File: src/rtl/rtc_pkg.sv
package rtc_pkg;

  typedef struct packed {
    logic [7:0] cent;
    logic [7:0] yr;
    logic [4:0] mon;
    logic [5:0] date;
    logic [2:0] day;
    logic [5:0] hr;
    logic [6:0] min;
    logic [6:0] sec;
  } rtc_time_t;

  localparam rtc_time_t RTC_RESET_TIME = '{cent: 8'h20, yr: 8'h00, mon: 5'h01,
                                           date: 6'h01, day: 3'h1, hr: 6'h00,
                                           min: 7'h00, sec: 7'h00};

  function automatic logic [7:0] bcd_inc(input logic [7:0] v);
    if (v[3:0] >= 4'h9) return {v[7:4] + 4'h1, 4'h0};
    return v + 8'h01;
  endfunction

  // tens*10 + ones is divisible by 4 when (2*tens + ones) is
  function automatic logic div_by_4(input logic [7:0] v);
    logic [1:0] s;
    s = {v[4], 1'b0} + v[1:0];
    return (s == 2'b00);
  endfunction

  function automatic logic leap_year(input logic [7:0] yr, input logic [7:0] cent);
    if (yr == 8'h00) return div_by_4(cent);
    return div_by_4(yr);
  endfunction

  function automatic logic [5:0] month_len(input logic [4:0] mon, input logic leap);
    case (mon)
      5'h02: return leap ? 6'h29 : 6'h28;
      5'h04, 5'h06, 5'h09, 5'h11: return 6'h30;
      default: return 6'h31;
    endcase
  endfunction

endpackage

File: src/rtl/rtc_time_chain.sv
module rtc_time_chain
  import rtc_pkg::*;
(
  input  logic      clk,
  input  logic      rst,
  input  logic      step,
  input  logic      load,
  input  rtc_time_t load_val,
  output rtc_time_t now
);

  rtc_time_t cur_q, nxt;
  logic [5:0] last_day;

  always_comb begin
    last_day = month_len(cur_q.mon, leap_year(cur_q.yr, cur_q.cent));
    nxt = cur_q;
    if (load) begin
      nxt = load_val;
    end else if (step) begin
      if (cur_q.sec != 7'h59) begin
        nxt.sec = 7'(bcd_inc(8'(cur_q.sec)));
      end else begin
        nxt.sec = 7'h00;
        if (cur_q.min != 7'h59) begin
          nxt.min = 7'(bcd_inc(8'(cur_q.min)));
        end else begin
          nxt.min = 7'h00;
          if (cur_q.hr != 6'h23) begin
            nxt.hr = 6'(bcd_inc(8'(cur_q.hr)));
          end else begin
            nxt.hr  = 6'h00;
            nxt.day = (cur_q.day >= 3'h7) ? 3'h1 : cur_q.day + 3'h1;
            if (cur_q.date != last_day) begin
              nxt.date = 6'(bcd_inc(8'(cur_q.date)));
            end else begin
              nxt.date = 6'h01;
              if (cur_q.mon != 5'h12) begin
                nxt.mon = 5'(bcd_inc(8'(cur_q.mon)));
              end else begin
                nxt.mon = 5'h01;
                if (cur_q.yr != 8'h99) begin
                  nxt.yr = bcd_inc(cur_q.yr);
                end else begin
                  nxt.yr   = 8'h00;
                  nxt.cent = (cur_q.cent == 8'h99) ? 8'h00 : bcd_inc(cur_q.cent);
                end
              end
            end
          end
        end
      end
    end
  end

  always_ff @(posedge clk) begin
    if (rst) cur_q <= RTC_RESET_TIME;
    else     cur_q <= nxt;
  end

  assign now = cur_q;

  assert_sec_wrap_R2: assert property (@(posedge clk) disable iff (rst)
    (step && !load && cur_q.sec == 7'h59) |=> (cur_q.sec == 7'h00));

  assert_hold_idle_R9: assert property (@(posedge clk) disable iff (rst)
    (!step && !load) |=> $stable(cur_q));

  assert_load_all_R8: assert property (@(posedge clk) disable iff (rst)
    load |=> (cur_q == $past(load_val)));

endmodule

File: src/rtl/rtc_user_bank.sv
module rtc_user_bank
  import rtc_pkg::*;
#(
  parameter int ADDR_W = 15
) (
  input  logic              clk,
  input  logic              rst,
  input  logic              tick,
  input  logic [ADDR_W-1:0] addr,
  input  logic              wr_en,
  input  logic              rd_en,
  input  logic [7:0]        wdata,
  input  rtc_time_t         live,
  output logic [7:0]        rdata,
  output logic              rd_valid,
  output rtc_time_t         shadow,
  output logic              load,
  output logic              step
);

  localparam logic [ADDR_W-1:0] A_TOP  = {ADDR_W{1'b1}};
  localparam logic [ADDR_W-1:0] A_CTRL = A_TOP - ADDR_W'(7);
  localparam logic [ADDR_W-1:0] A_SEC  = A_TOP - ADDR_W'(6);
  localparam logic [ADDR_W-1:0] A_MIN  = A_TOP - ADDR_W'(5);
  localparam logic [ADDR_W-1:0] A_HR   = A_TOP - ADDR_W'(4);
  localparam logic [ADDR_W-1:0] A_DAY  = A_TOP - ADDR_W'(3);
  localparam logic [ADDR_W-1:0] A_DATE = A_TOP - ADDR_W'(2);
  localparam logic [ADDR_W-1:0] A_MON  = A_TOP - ADDR_W'(1);
  localparam logic [ADDR_W-1:0] A_YR   = A_TOP;
  localparam logic [ADDR_W-1:0] A_CENT = A_TOP - ADDR_W'(14);

  rtc_time_t shadow_q;
  logic set_q, freeze_q, stop_q, pend_q;
  logic ctrl_wr;
  logic [7:0] rd_mux, rdata_q;
  logic rvalid_q;

  assign ctrl_wr = wr_en && (addr == A_CTRL);
  assign load    = ctrl_wr && set_q && !wdata[7];
  assign step    = tick && !stop_q;

  always_ff @(posedge clk) begin
    if (rst) begin
      shadow_q <= RTC_RESET_TIME;
      set_q    <= 1'b0;
      freeze_q <= 1'b0;
      stop_q   <= 1'b0;
      pend_q   <= 1'b0;
    end else begin
      // a step seen while no halt is set finishes its copy next cycle
      pend_q <= step && !set_q && !freeze_q;
      if (pend_q) shadow_q <= live;
      if (wr_en) begin
        case (addr)
          A_CTRL: begin set_q <= wdata[7]; freeze_q <= wdata[6]; end
          A_SEC:  begin shadow_q.sec <= wdata[6:0]; stop_q <= wdata[7]; end
          A_MIN:  shadow_q.min  <= wdata[6:0];
          A_HR:   shadow_q.hr   <= wdata[5:0];
          A_DAY:  shadow_q.day  <= wdata[2:0];
          A_DATE: shadow_q.date <= wdata[5:0];
          A_MON:  shadow_q.mon  <= wdata[4:0];
          A_YR:   shadow_q.yr   <= wdata;
          A_CENT: shadow_q.cent <= wdata;
          default: ;
        endcase
      end
    end
  end

  always_comb begin
    rd_mux = 8'h00;
    case (addr)
      A_CTRL: rd_mux = {set_q, freeze_q, 6'b0};
      A_SEC:  rd_mux = {stop_q, shadow_q.sec};
      A_MIN:  rd_mux = {1'b0, shadow_q.min};
      A_HR:   rd_mux = {2'b0, shadow_q.hr};
      A_DAY:  rd_mux = {5'b0, shadow_q.day};
      A_DATE: rd_mux = {2'b0, shadow_q.date};
      A_MON:  rd_mux = {3'b0, shadow_q.mon};
      A_YR:   rd_mux = shadow_q.yr;
      A_CENT: rd_mux = shadow_q.cent;
      default: rd_mux = 8'h00;
    endcase
  end

  always_ff @(posedge clk) begin
    if (rst) begin
      rdata_q  <= 8'h00;
      rvalid_q <= 1'b0;
    end else begin
      rvalid_q <= rd_en;
      if (rd_en) rdata_q <= rd_mux;
    end
  end

  assign rdata    = rdata_q;
  assign rd_valid = rvalid_q;
  assign shadow   = shadow_q;

  assert_copy_together_R5: assert property (@(posedge clk) disable iff (rst)
    (pend_q && !wr_en) |=> (shadow_q == $past(live)));

  assert_freeze_holds_R6: assert property (@(posedge clk) disable iff (rst)
    (freeze_q && !pend_q && !wr_en) |=> $stable(shadow_q));

  assert_rvalid_timing_R12: assert property (@(posedge clk) disable iff (rst)
    rd_en |=> rvalid_q);

  assert_rvalid_idle_R12: assert property (@(posedge clk) disable iff (rst)
    !rd_en |=> !rvalid_q);

  assert_reserved_zero_R11: assert property (@(posedge clk) disable iff (rst)
    (rd_en && addr > A_CENT && addr < A_CTRL) |=> (rdata_q == 8'h00));

endmodule

File: src/rtl/rtc_calendar_regs.sv
module rtc_calendar_regs
  import rtc_pkg::*;
#(
  parameter int ADDR_W = 15
) (
  input  logic              clk,
  input  logic              rst,
  input  logic              tick_1hz,
  input  logic [ADDR_W-1:0] bus_addr,
  input  logic              bus_wr,
  input  logic              bus_rd,
  input  logic [7:0]        bus_wdata,
  output logic [7:0]        bus_rdata,
  output logic              bus_rvalid
);

  rtc_time_t live_t, shadow_t;
  logic load_s, step_s;

  rtc_user_bank #(.ADDR_W(ADDR_W)) bank_i (
    .clk(clk), .rst(rst), .tick(tick_1hz),
    .addr(bus_addr), .wr_en(bus_wr), .rd_en(bus_rd), .wdata(bus_wdata),
    .live(live_t), .rdata(bus_rdata), .rd_valid(bus_rvalid),
    .shadow(shadow_t), .load(load_s), .step(step_s)
  );

  rtc_time_chain chain_i (
    .clk(clk), .rst(rst), .step(step_s), .load(load_s),
    .load_val(shadow_t), .now(live_t)
  );

  assert_load_wins_R8: assert property (@(posedge clk) disable iff (rst)
    (load_s && step_s) |=> (live_t == $past(shadow_t)));

endmodule

File: config.mk
export PLATFORM = sky130hd
export DESIGN_NAME = rtc_calendar_regs
export DESIGN_NICKNAME = d
export VERILOG_FILES = /design/src/rtl/rtc_pkg.sv /design/src/rtl/rtc_time_chain.sv /design/src/rtl/rtc_user_bank.sv /design/src/rtl/rtc_calendar_regs.sv
export SDC_FILE = /design/constraint.sdc
export NUM_CORES = 1
export LEC_CHECK = 0
export BUFFER_PORTS_ARGS = -buffer_cell sky130_fd_sc_hd__buf_2
export CORE_ASPECT_RATIO = 1.1
export CORE_MARGIN = 8
export CORE_UTILIZATION = 56
export DETAILED_ROUTE_END_ITERATION = 8
export GPL_TIMING_DRIVEN = 0
export PLACE_DENSITY_LB_ADDON = 0.3
export SYNTH_ARGS = -nofsm -noshare
export SYNTH_HDL_FRONTEND = slang
export SYNTH_SLANG_ARGS = --single-unit
File: constraint.sdc
create_clock -name clk -period 3 [get_ports clk]
set_clock_uncertainty 0.05 [all_clocks]
set_input_delay 0.15 -clock clk [delete_from_list [all_inputs] [get_ports clk]]
set_output_delay 0.15 -clock clk [all_outputs]
set_load 0.03 [all_outputs]
After elaboration in Yosys (flattened, before gate mapping) --
Cells that the tools add are included. Widths: inputs -> output; s select.
Operators by class: add/subtract/negate cells 17, order comparisons 8, equality and inequality tests 27, mux-type cells 94, reduce and logical (&&, ||, !) cells 23
Operator list (number):
- $mux 50 | 4
- $eq 15x15->1 const B | 9
- $mux 8 | 9
- $pmux 8 s9 | 1
- $mux 7 | 8
- $mux 1 | 52
- $mux 6 | 8
- $mux 43 | 1
- $mux 36 | 1
- $mux 30 | 1
- $ge 4x4->1 const B | 7
- $mux 21 | 1
- $mux 5 | 4
- $add 8x1->8 const B | 2
- $mux 16 | 1
- $add 7x1->7 const B | 2
- $ne 7x7->1 const B | 2
- $add 6x1->6 const B | 2
- $ne 2x2->1 const B | 6
- $pmux 6 s2 | 1
- $eq 5x3->1 const B | 2
- $add 3x1->3 const B | 3
- $add 4x1->4 const B | 2
- $eq 8x8->1 const B | 1
- other kinds (25) | 39
Word-level totals: register bits 113

Depth between registers and ports, before layout --
Gate-level depths: netlist of run 1.
depth in word-level cells 23, depth in mapped cells 10

By module --
From an unflattened synthesis of run 1, not the netlist that was laid out.
Unflattened totals: cell total of the unflattened synthesis 863, area, all modules 7273.2 um^2
Modules (own cells, without submodules):
- rtc_user_bank | times used 1, cells each 402, area each 3684.8 um^2, sequential area each 1261.2 um^2
- rtc_time_chain | times used 1, cells each 461, area each 3588.4 um^2, sequential area each 1001.0 um^2

Worst setup path after synthesis of run 1 --
OpenSTA, ideal clock, no wires.
path type register -> register, start register chain_i.cur_q (netlist bit chain_i.now[29]), end register chain_i.cur_q (netlist bit chain_i.now[43]), library setup time 0.086 ns, arrival time 2.659 ns, setup slack 0.206 ns, cell stages (with the launch flop) 10, period minus slack after synthesis 2.794 ns, path through dfxtp_1 > inv_1 > ha_1 > or4b_4 > mux2i_2 > nand2_1 > or3_1 > nor3_4 > mux2_2 > a211oi_1
On the way: longest elaborated chain between the ends 6, elaborated cells between the ends (all ways) 12
RTL lines:
- from (decl) | line rtc_time_chain.sv:12 | rtc_time_t cur_q, nxt;
- from (signal assigned) | line rtc_time_chain.sv:58 | else cur_q <= nxt;
- $eq 5x3->1, or another cell as far along | line rtc_pkg.sv:36 | case (mon)
- $reduce_or 4->1 | line rtc_pkg.sv:36
- $pmux 6 s2 | line rtc_pkg.sv:36
- $ne 6x6->1 | line rtc_time_chain.sv:34 | if (cur_q.date != last_day) begin
- $ne 2x2->1 (no source line)
- $reduce_and 7->1 (no source line) *
Mark *: on every way between the ends. The rest lies on a longest branch, timed or not. A chain may end at the register's enable or synchronous reset.

Worst setup path in the final report of run 1 --
start register chain_i.cur_q (netlist bit chain_i.now[14]), end register chain_i.cur_q (netlist bit chain_i.now[43])
On the way: longest elaborated chain between the ends 3
RTL lines:
- $ne 6x6->1 | line rtc_time_chain.sv:29 | if (cur_q.hr != 6'h23) begin
- $ne 2x2->1 (no source line)
- $reduce_and 7->1 (no source line)
No other way between the ends.

==> summary.txt, run 1 <==
Run status
  • Status: finished clean

Yosys
  • Sequential share of the synthesized area: 33.0%
  • Register bit total from synthesis: 113
  • Synthesized instance count: 843
  • Mapped Area: 0.00685 mm2
  • Mapped Nets: 906
  • Yosys top cell by area: dfxtp_1
  • YS warnings: 0
  • Post-synth top area share: 33.0%
  • Async SR Flop Fraction: 0%
  • Synth cell types: 72
  • Area contributors post-synth: dfxtp_1 (33%), mux2i_1 (9.9%), a211oi_1 (8.1%), ha_1 (6.4%), nor2_1 (6.3%)
  • Mean Syn Cell Area: 8.12 um2
  • Post-synth EDFFs: 0
  • Top_reg_cell synth: dfxtp_1

Drt
  • ANT nets after route: 0
  • Total Routed Length: 23400 um
  • Drc violations: 0
  • Via count: 6995
  • Vias per inst: 6.56
  • Routed len/inst: 22.0 um
  • DR iter-0 viols: 784
  • Pre-antenna DRT Iters: 5

Global routing
  • First-pass GRT wire length: 36000 um
  • Gr ovfl total: 0
  • Largest net degree at the start of global routing: 17
  • GR Util All Layers: 28.9%
  • Vias in the first global route: 6462
  • Initial antenna violation count: 0

STA
  • Setup TNS: 0 ns
  • RSZ-0062 raised after global routing: no
  • Max-slew headroom: 20.8%
  • Slew Limit Fails: 0
  • Crit path time final: 2.92 ns
  • Final cycle utilization of the critical path: 97.4%
  • Maximum clock frequency: 0.342 GHz
  • Least-Margin Pin Slew: 1.18 ns
  • Hold Vio Cnt, Final: 0
  • Final setup violation count: 0

Worst setup path
  • WP data required: 3.28 ns
  • Worst R2R Start: chain_i.now[14]
  • R2R Path End: chain_i.now[43]
  • CP startpoint kind: flip-flop
  • Worst R2R Setup Slack: 0.08 ns
  • Setup crit start: chain_i.now[14]
  • Critical path data arrival time: 3.20 ns
  • Worst r2r path cells: 8
  • Largest fanout on the critical path: 7
  • CP Capture Type: flip-flop
  • WS Path Type: flip-flop to flip-flop

Run
  • Maxcap violations: 0

Layout
  • Final #Nets: 963
  • Share of cells above drive strength 1: 10.3%
  • Multi-input gate area: 0.00432 mm2
  • # fillers: 1027
  • Seq. cell area: 0.00226 mm2
  • Ant. Diodes: 0
  • Fin util: 65.6%
  • Post-route cell area: 0.00786 mm2
  • P&R area growth vs syn: 14.8%

CTS
  • Worst-path clk slew: 0.05 ns
  • Clk Latency, worst-skew pair: 0.42 ns
  • Number of clock sinks: 113
  • CTS tree: done
  • Clk buf depth: 2
  • H-Tree Depth: 4
  • Root Driver: clkbuf_16
  • CTS buffer count: 17

Floorplanning
  • Core Area: 0.0120 mm2
  • # rows: 42
  • Die footprint: 0.0160 mm2
  • Die Y: 132 um
  • Initial Utilization: 57.1%
  • Die width: 121 um
  • Boundary Pins: 37

Power and ir drop
  • Leakage: 2.93 nW
  • Max IR drop VDD: 0.358 mV
  • Areal power density over the cells: 458 mW/mm2

Worst hold path
  • Start point of the worst hold path: bus_wdata[7]
  • Cells on Worst Hold Path: 3
  • Hold Crit Class: primary input to flip-flop
  • Hold Path Sink: bank_i.shadow[41]

Placed design
  • Cell Area, Placed: 0.00720 mm2
  • Number of I/O port buffers: 33
  • Routability congestion estimate: 1.02
  • Post-DP HPWL: 16700 um
-- routing by layer --
metal	GRT usage [%]	vias to the layer above	part of all wire [%]
met5	0	-	0
met4	17.8	0	6.3
met3	6.47	106	10
met2	44.7	430	45
met1	35.4	3253	39
li1	-	3206	-
-- power breakdown --
part	internal (mW)	switching (mW)	total, mW
combinational	0.0506	0.129	0.179
sequential	1.51	0.00462	1.51
clock	1.22	0.692	1.91
-- cells in the final DEF (no fill, tap or decap), types with 4 or more instances in the layout --
cell / n
a211oi_1: 74
a21o_1: 4
a21oi_1: 27
a22o_1: 4
a22oi_1: 4
a31oi_1: 10
and2_1: 4
and3_1: 5
buf_2: 34
buf_4: 4
clkbuf_1: 52
clkbuf_16: 17
clkbuf_8: 4
dfxtp_1: 112
ha_1: 34
inv_1: 33
mux2i_1: 67
nand2_1: 63
nand2b_1: 8
nand3_1: 30
nand4_1: 7
nand4b_1: 4
nor2_1: 113
nor2b_1: 7
nor3_1: 43
nor3b_1: 5
nor4_1: 8
o211ai_1: 8
o21ai_0: 36
or3_1: 4
xor2_1: 4
-- cell type report --
cell class	instances	area share, %
plain buffers	52	2.51
clock buffers	26	6.35
clock inverters	5	0.668
inverters	34	1.62
multi-input cells	644	55.0
flip-flops and latches	113	28.8
well taps	154	2.45
repair buffers	38	2.63
-- cells by family (layout without fill, tap and decap cells) --
logic type,count (synthesis),after routing,synth area share (%)
AND/OR/NAND/NOR,324,324,23.1
AO/OA/AOI/OAI,207,207,21.1
flip-flops,113,113,33.0
buffers and inverters,86,155,4.75
multiplexers,73,73,11.0
adder cells (fa/ha/maj),35,35,6.40
XOR/XNOR,5,5,0.640
-- critical path: stages, from the launching register on --
cell and delay, ns:
dfxtp_1 0.45, ha_1 0.21, inv_1 0.08, nor4b_4 0.47
nand4_1 0.30, or3_4 0.46, nor3_4 0.22, mux2_2 0.35
a211oi_1 0.21
-- state kept, by name, indices dropped and copies added (netlist names) --
| register | cells |
|---|---|
| bank_i.stop_q | 1 |
| bank_i.freeze_q | 1 |
| bank_i.pend_q | 1 |
| bank_i.rd_valid | 1 |
| bank_i.set_q | 1 |
| chain_i.now | 50 |
| bank_i.shadow | 50 |
| bank_i.rdata | 8 |
-- cells in the mapped netlist (3+ instances only) --
master,number
a211oi_1,74
a22oi_1,4
a311oi_1,3
buf_1,3
a211o_1,3
nor2_1,115
o31a_1,3
mux2_2,3
and3_1,5
a21o_1,4
nor3_1,43
and2_1,4
mux2i_1,68
a221oi_1,3
a22o_1,4
inv_1,34
nor2b_1,7
nor3b_1,5
or3_1,5
nand2_1,63
a31oi_1,10
nand4_1,7
nand2b_1,8
clkbuf_1,47
o211ai_1,8
ha_1,35
o31ai_1,3
o21ai_0,36
nand3_1,30
nand4b_1,4
a21oi_1,27
dfxtp_1,113
nor4_1,8
xor2_1,4
-- metrics by stage --
stage	instances	worst slack (ns)	hold WS [ns]	total power [mW]
3_5_place_dp	1030	-0.682	0.407	1.71
6_report	1066	0.0781	0.0657	3.60
3_3_place_gp	1030	-0.620	0.399	1.71
2_1_floorplan	843	0.206	0.244	1.63
5_1_grt	1066	0.0121	0.0644	3.67
4_1_cts	1063	0.00748	0.0519	3.58
-- how the worst max path moves through the flow --
stage                                 end  slack, ns  cells after the start
after floorplan           chain_i.now[43]       0.21                      9
after global placement    chain_i.now[43]      -0.62                      8
after detailed placement  chain_i.now[43]      -0.68                      8
after CTS                 chain_i.now[43]      0.007                      8
after global routing      chain_i.now[43]       0.01                      8
final                     chain_i.now[43]       0.08                      8
-- repair_timing --
item / 4_1_cts / 5_1_grt
setup endpoints to repair: 21 / 21
buffers inserted: 2 / 3
gates resized for setup: 6 / 9
pin swaps: 2 / 1
hold buffers: 0 / 0
Note: power is estimated with default switching activity, not from simulation.
==> inputs of run 2 (changes only) <==
--- a/config.mk
+++ b/config.mk
@@ -14,4 +14,5 @@
 export PLACE_DENSITY_LB_ADDON = 0.3
 export SYNTH_ARGS = -nofsm -noshare
 export SYNTH_HDL_FRONTEND = slang
+export SYNTH_HIERARCHICAL = 1
 export SYNTH_SLANG_ARGS = --single-unit
==> run 2 against run 1 <==
Against the previous run: via count grew 9.0%; count of clock-buffer cells in the layout fell by 5; synthesized area is 6.2% higher; non-clock buffer count rose by 11; register-to-register slack got worse by 0.03 ns; critical endpoint is now chain_i/now[46]; largest power group unchanged.
==> summary.txt, run 2 <==
Worst setup path
  • Worst R2R Start: chain_i/now[29] (was chain_i.now[14])
  • WP data required: 3.27 ns (was 3.28 ns)
  • Largest fanout on the critical path: 7 (unchanged)
  • Critical path data arrival time: 3.22 ns (was 3.20 ns)
  • Worst r2r path cells: 10 (was 8)
  • Worst R2R Setup Slack: 0.05 ns (was 0.08 ns)
  • Worst setup endpoint: chain_i/now[46] (was chain_i.now[43])
  • WS Path Type: flip-flop to flip-flop (unchanged)
  • Setup crit start: chain_i/now[29] (was chain_i.now[14])
  • R2R Path End: chain_i/now[46] (was chain_i.now[43])
  • CP Capture Type: flip-flop (unchanged)
  • CP startpoint kind: flip-flop (unchanged)

Layout
  • Share of cells above drive strength 1: 16.1% (was 10.3%)
  • # fillers: 1006 (was 1027)
  • P&R area growth vs syn: 15.8% (was 14.8%)
  • Most common cell after layout, fill and taps aside: dfxtp_1 (was nor2_1)
  • Final #Nets: 977 (was 963)
  • Seq. cell area: 0.00226 mm2 (unchanged)
  • Fin cells: 1084 (was 1066)
  • Most frequent cells in the layout: dfxtp_1 (112), nor3_1 (68), nand2_1 (52), a21oi_1 (52), mux2i_1 (48) (was nor2_1 (113), dfxtp_1 (112), a211oi_1 (74), mux2i_1 (67), nand2_1 (63))
  • Ant. Diodes: 0 (unchanged)
  • Multi-input gate area: 0.00461 mm2 (was 0.00432 mm2)

Yosys
  • Post-synth top area share: 31.1% (was 33.0%)
  • Mean Syn Cell Area: 8.43 um2 (was 8.12 um2)
  • Mapped Area: 0.00727 mm2 (was 0.00685 mm2)
  • Synthesized instance count: 863 (was 843)
  • Sequential share of the synthesized area: 31.1% (was 33.0%)
  • Most common cell in the netlist: dfxtp_1 (was nor2_1)
  • Area contributors post-synth: dfxtp_1 (31%), mux2i_1 (6.6%), ha_1 (6.0%), nor3_1 (4.7%), a21oi_1 (3.6%) (was dfxtp_1 (33%), mux2i_1 (9.9%), a211oi_1 (8.1%), ha_1 (6.4%), nor2_1 (6.3%))
  • Register bit total from synthesis: 113 (unchanged)
  • Yosys top cell by area: dfxtp_1 (unchanged)
  • Commonest cells post-synth: dfxtp_1 (113), nor3_1 (69), a21oi_1 (52), nand2_1 (52), mux2i_1 (48) (was nor2_1 (115), dfxtp_1 (113), a211oi_1 (74), mux2i_1 (68), nand2_1 (63))
  • YS warnings: 6 (was 0)
  • Top_reg_cell synth: dfxtp_1 (unchanged)
  • Mapped Nets: 926 (was 906)
  • Synth cell types: 81 (was 72)
  • Async SR Flop Fraction: 0% (unchanged)
  • Post-synth EDFFs: 0 (unchanged)

Floorplanning
  • Die width: 125 um (was 121 um)
  • Die footprint: 0.0169 mm2 (was 0.0160 mm2)
  • Initial Utilization: 57.5% (was 57.1%)
  • Die Y: 136 um (was 132 um)
  • # rows: 43 (was 42)
  • Core Area: 0.0126 mm2 (was 0.0120 mm2)
  • Boundary Pins: 37 (unchanged)

STA
  • Crit path time final: 2.95 ns (was 2.92 ns)
  • Hold Vio Cnt, Final: 0 (unchanged)
  • Final cycle utilization of the critical path: 98.4% (was 97.4%)
  • Slew Limit Fails: 0 (unchanged)
  • Final setup violation count: 0 (unchanged)
  • Max-slew headroom: 22.7% (was 20.8%)
  • RSZ-0062 raised after global routing: no (unchanged)
  • Maximum clock frequency: 0.339 GHz (was 0.342 GHz)
  • Least-Margin Pin Slew: 1.15 ns (was 1.18 ns)
  • Setup TNS: 0 ns (unchanged)
  • Final Hold Slack: 0.0425 ns (was 0.0657 ns)

Global routing
  • Vias in the first global route: 7216 (was 6462)
  • Gr ovfl total: 0 (unchanged)
  • First-pass GRT wire length: 39800 um (was 36000 um)
  • Largest net degree at the start of global routing: 17 (unchanged)
  • Initial antenna violation count: 0 (unchanged)
  • GR Util All Layers: 29.9% (was 28.9%)

Placed design
  • Routability congestion estimate: 1.06 (was 1.02)
  • Post-DP HPWL: 18300 um (was 16700 um)
  • Number of I/O port buffers: 29 (was 33)
  • DP Cell Count: 1049 (was 1030)

CTS
  • Worst-path clk slew: 0.06 ns (was 0.05 ns)
  • Root Driver: clkbuf_16 (unchanged)
  • CTS tree: done (unchanged)
  • Clk Latency, worst-skew pair: 0.44 ns (was 0.42 ns)
  • H-Tree Depth: 4 (unchanged)
  • Number of clock sinks: 113 (unchanged)
  • CTS buffer count: 17 (unchanged)
  • Clk buf depth: 2 (unchanged)

Power and ir drop
  • Total Power: 4.04 mW (was 3.60 mW)
  • Max IR drop VDD: 0.522 mV (was 0.358 mV)
  • Leakage: 2.99 nW (was 2.93 nW)
  • Areal power density over the cells: 480 mW/mm2 (was 458 mW/mm2)

Drt
  • Routed met3 length: 2660 um (was 2410 um)
  • DR iter-0 viols: 1351 (was 784)
  • Via count: 7628 (was 6995)
  • ANT nets after route: 0 (unchanged)
  • Routed len/inst: 23.8 um (was 22.0 um)
  • Vias per inst: 7.04 (was 6.56)
  • Pre-antenna DRT Iters: 7 (was 5)
  • Routed wl met2: 11200 um (was 10400 um)
  • Total Routed Length: 25800 um (was 23400 um)
  • DRT met1 WL: 10100 um (was 9100 um)
  • Drc violations: 0 (unchanged)
  • Top Metal Used: met4 (unchanged)

Run
  • Maxcap violations: 0 (unchanged)

Worst hold path
  • Hold Crit Class: primary input to flip-flop (unchanged)
  • Start point of the worst hold path: bus_wdata[7] (unchanged)

Run status
  • Status: finished clean (unchanged)
run 2: changes by cell type in the layout (fill, tap and decap cells not counted), sizes merged, moves of 8 or more:
cell | before | now
nor2b | 7 | 16
nor2 | 115 | 42
nor3 | 45 | 70
clkbuf | 74 | 63
a32o | 0 | 8
a22oi | 4 | 15
a21oi | 29 | 52
xnor2 | 1 | 9
nand2 | 63 | 53
a211oi | 75 | 43
a221oi | 3 | 13
a311oi | 3 | 15
mux2i | 69 | 48
buf | 42 | 58
run 2: worst min path at each step:
stage | endpoint | slack, ns | cells past startpoint
3_3_place_gp | bank_i/rdata[4] | 0.38 | 2
5_1_grt | bank_i/shadow[5] | 0.06 | 3
6_report | bank_i/stop_q | 0.04 | 3
3_5_place_dp | bank_i/rdata[4] | 0.39 | 2
2_1_floorplan | bank_i/stop_q | 0.25 | 2
4_1_cts | bank_i/stop_q | 0.02 | 3
run 2: per-stage QoR:
stage	area (um2)	utilization, %	setup slack (ns)
4_1_cts	8350	66.0	0.00251
6_report	8420	66.6	0.0495
3_5_place_dp	7620	60.3	-1.69
3_3_place_gp	7620	60.3	-1.58
2_1_floorplan	7280	-	0.103
5_1_grt	8420	66.6	0.0110
run 2: final cells by class:
type,instances,share of cell area (%)
multi-input combinational,641,54.7
timing repair buffer,34,2.35
inverter,40,1.78
clock inverter,11,2.48
sequential,113,26.9
tap,157,2.33
clock buffer,21,5.35
buffer,67,4.10
run 2: logic make-up after synthesis:
family	Yosys count	synth area share [%]
and+or+nand+nor	288	21.7
AOI/OAI and AO/OA	251	25.4
DFF	113	31.1
buffers and inverters	109	6.62
muxes	56	7.84
adders and majority gates	35	6.02
xor gates and xnor gates	11	1.32
run 2: power breakdown:
part | switching, mW | total [mW] | internal [mW]
Sequential | 0.00450 | 1.51 | 1.51
Clock | 0.746 | 2.32 | 1.57
Combinational | 0.156 | 0.216 | 0.0606
run 2: per-layer routing:
metal | track usage, % | vias up
met5 | 0 | -
met4 | 21.5 | 0
met3 | 8.26 | 139
met2 | 46.1 | 538
met1 | 35.3 | 3594
li1 | - | 3357
run 2: timing repair:
action	4_1_cts	5_1_grt
pin swaps	2	1
gates cloned	0	0
endpoints found under the hold margin	1	0
resized for setup	15	17
hold buffers	1	0
setup endpoints to repair	50	45
setup buffers	2	2
run 2: critical path, cell delays in order (launching register included):
cell and delay, ns:
dfxtp_1 0.37, inv_1 0.15, ha_1 0.21, nor4b_2 0.42, a21oi_1 0.18, nor4b_4 0.29
buf_4 0.19, buf_12 0.11, a41o_1 0.31, nand2_1 0.18, o32ai_1 0.35
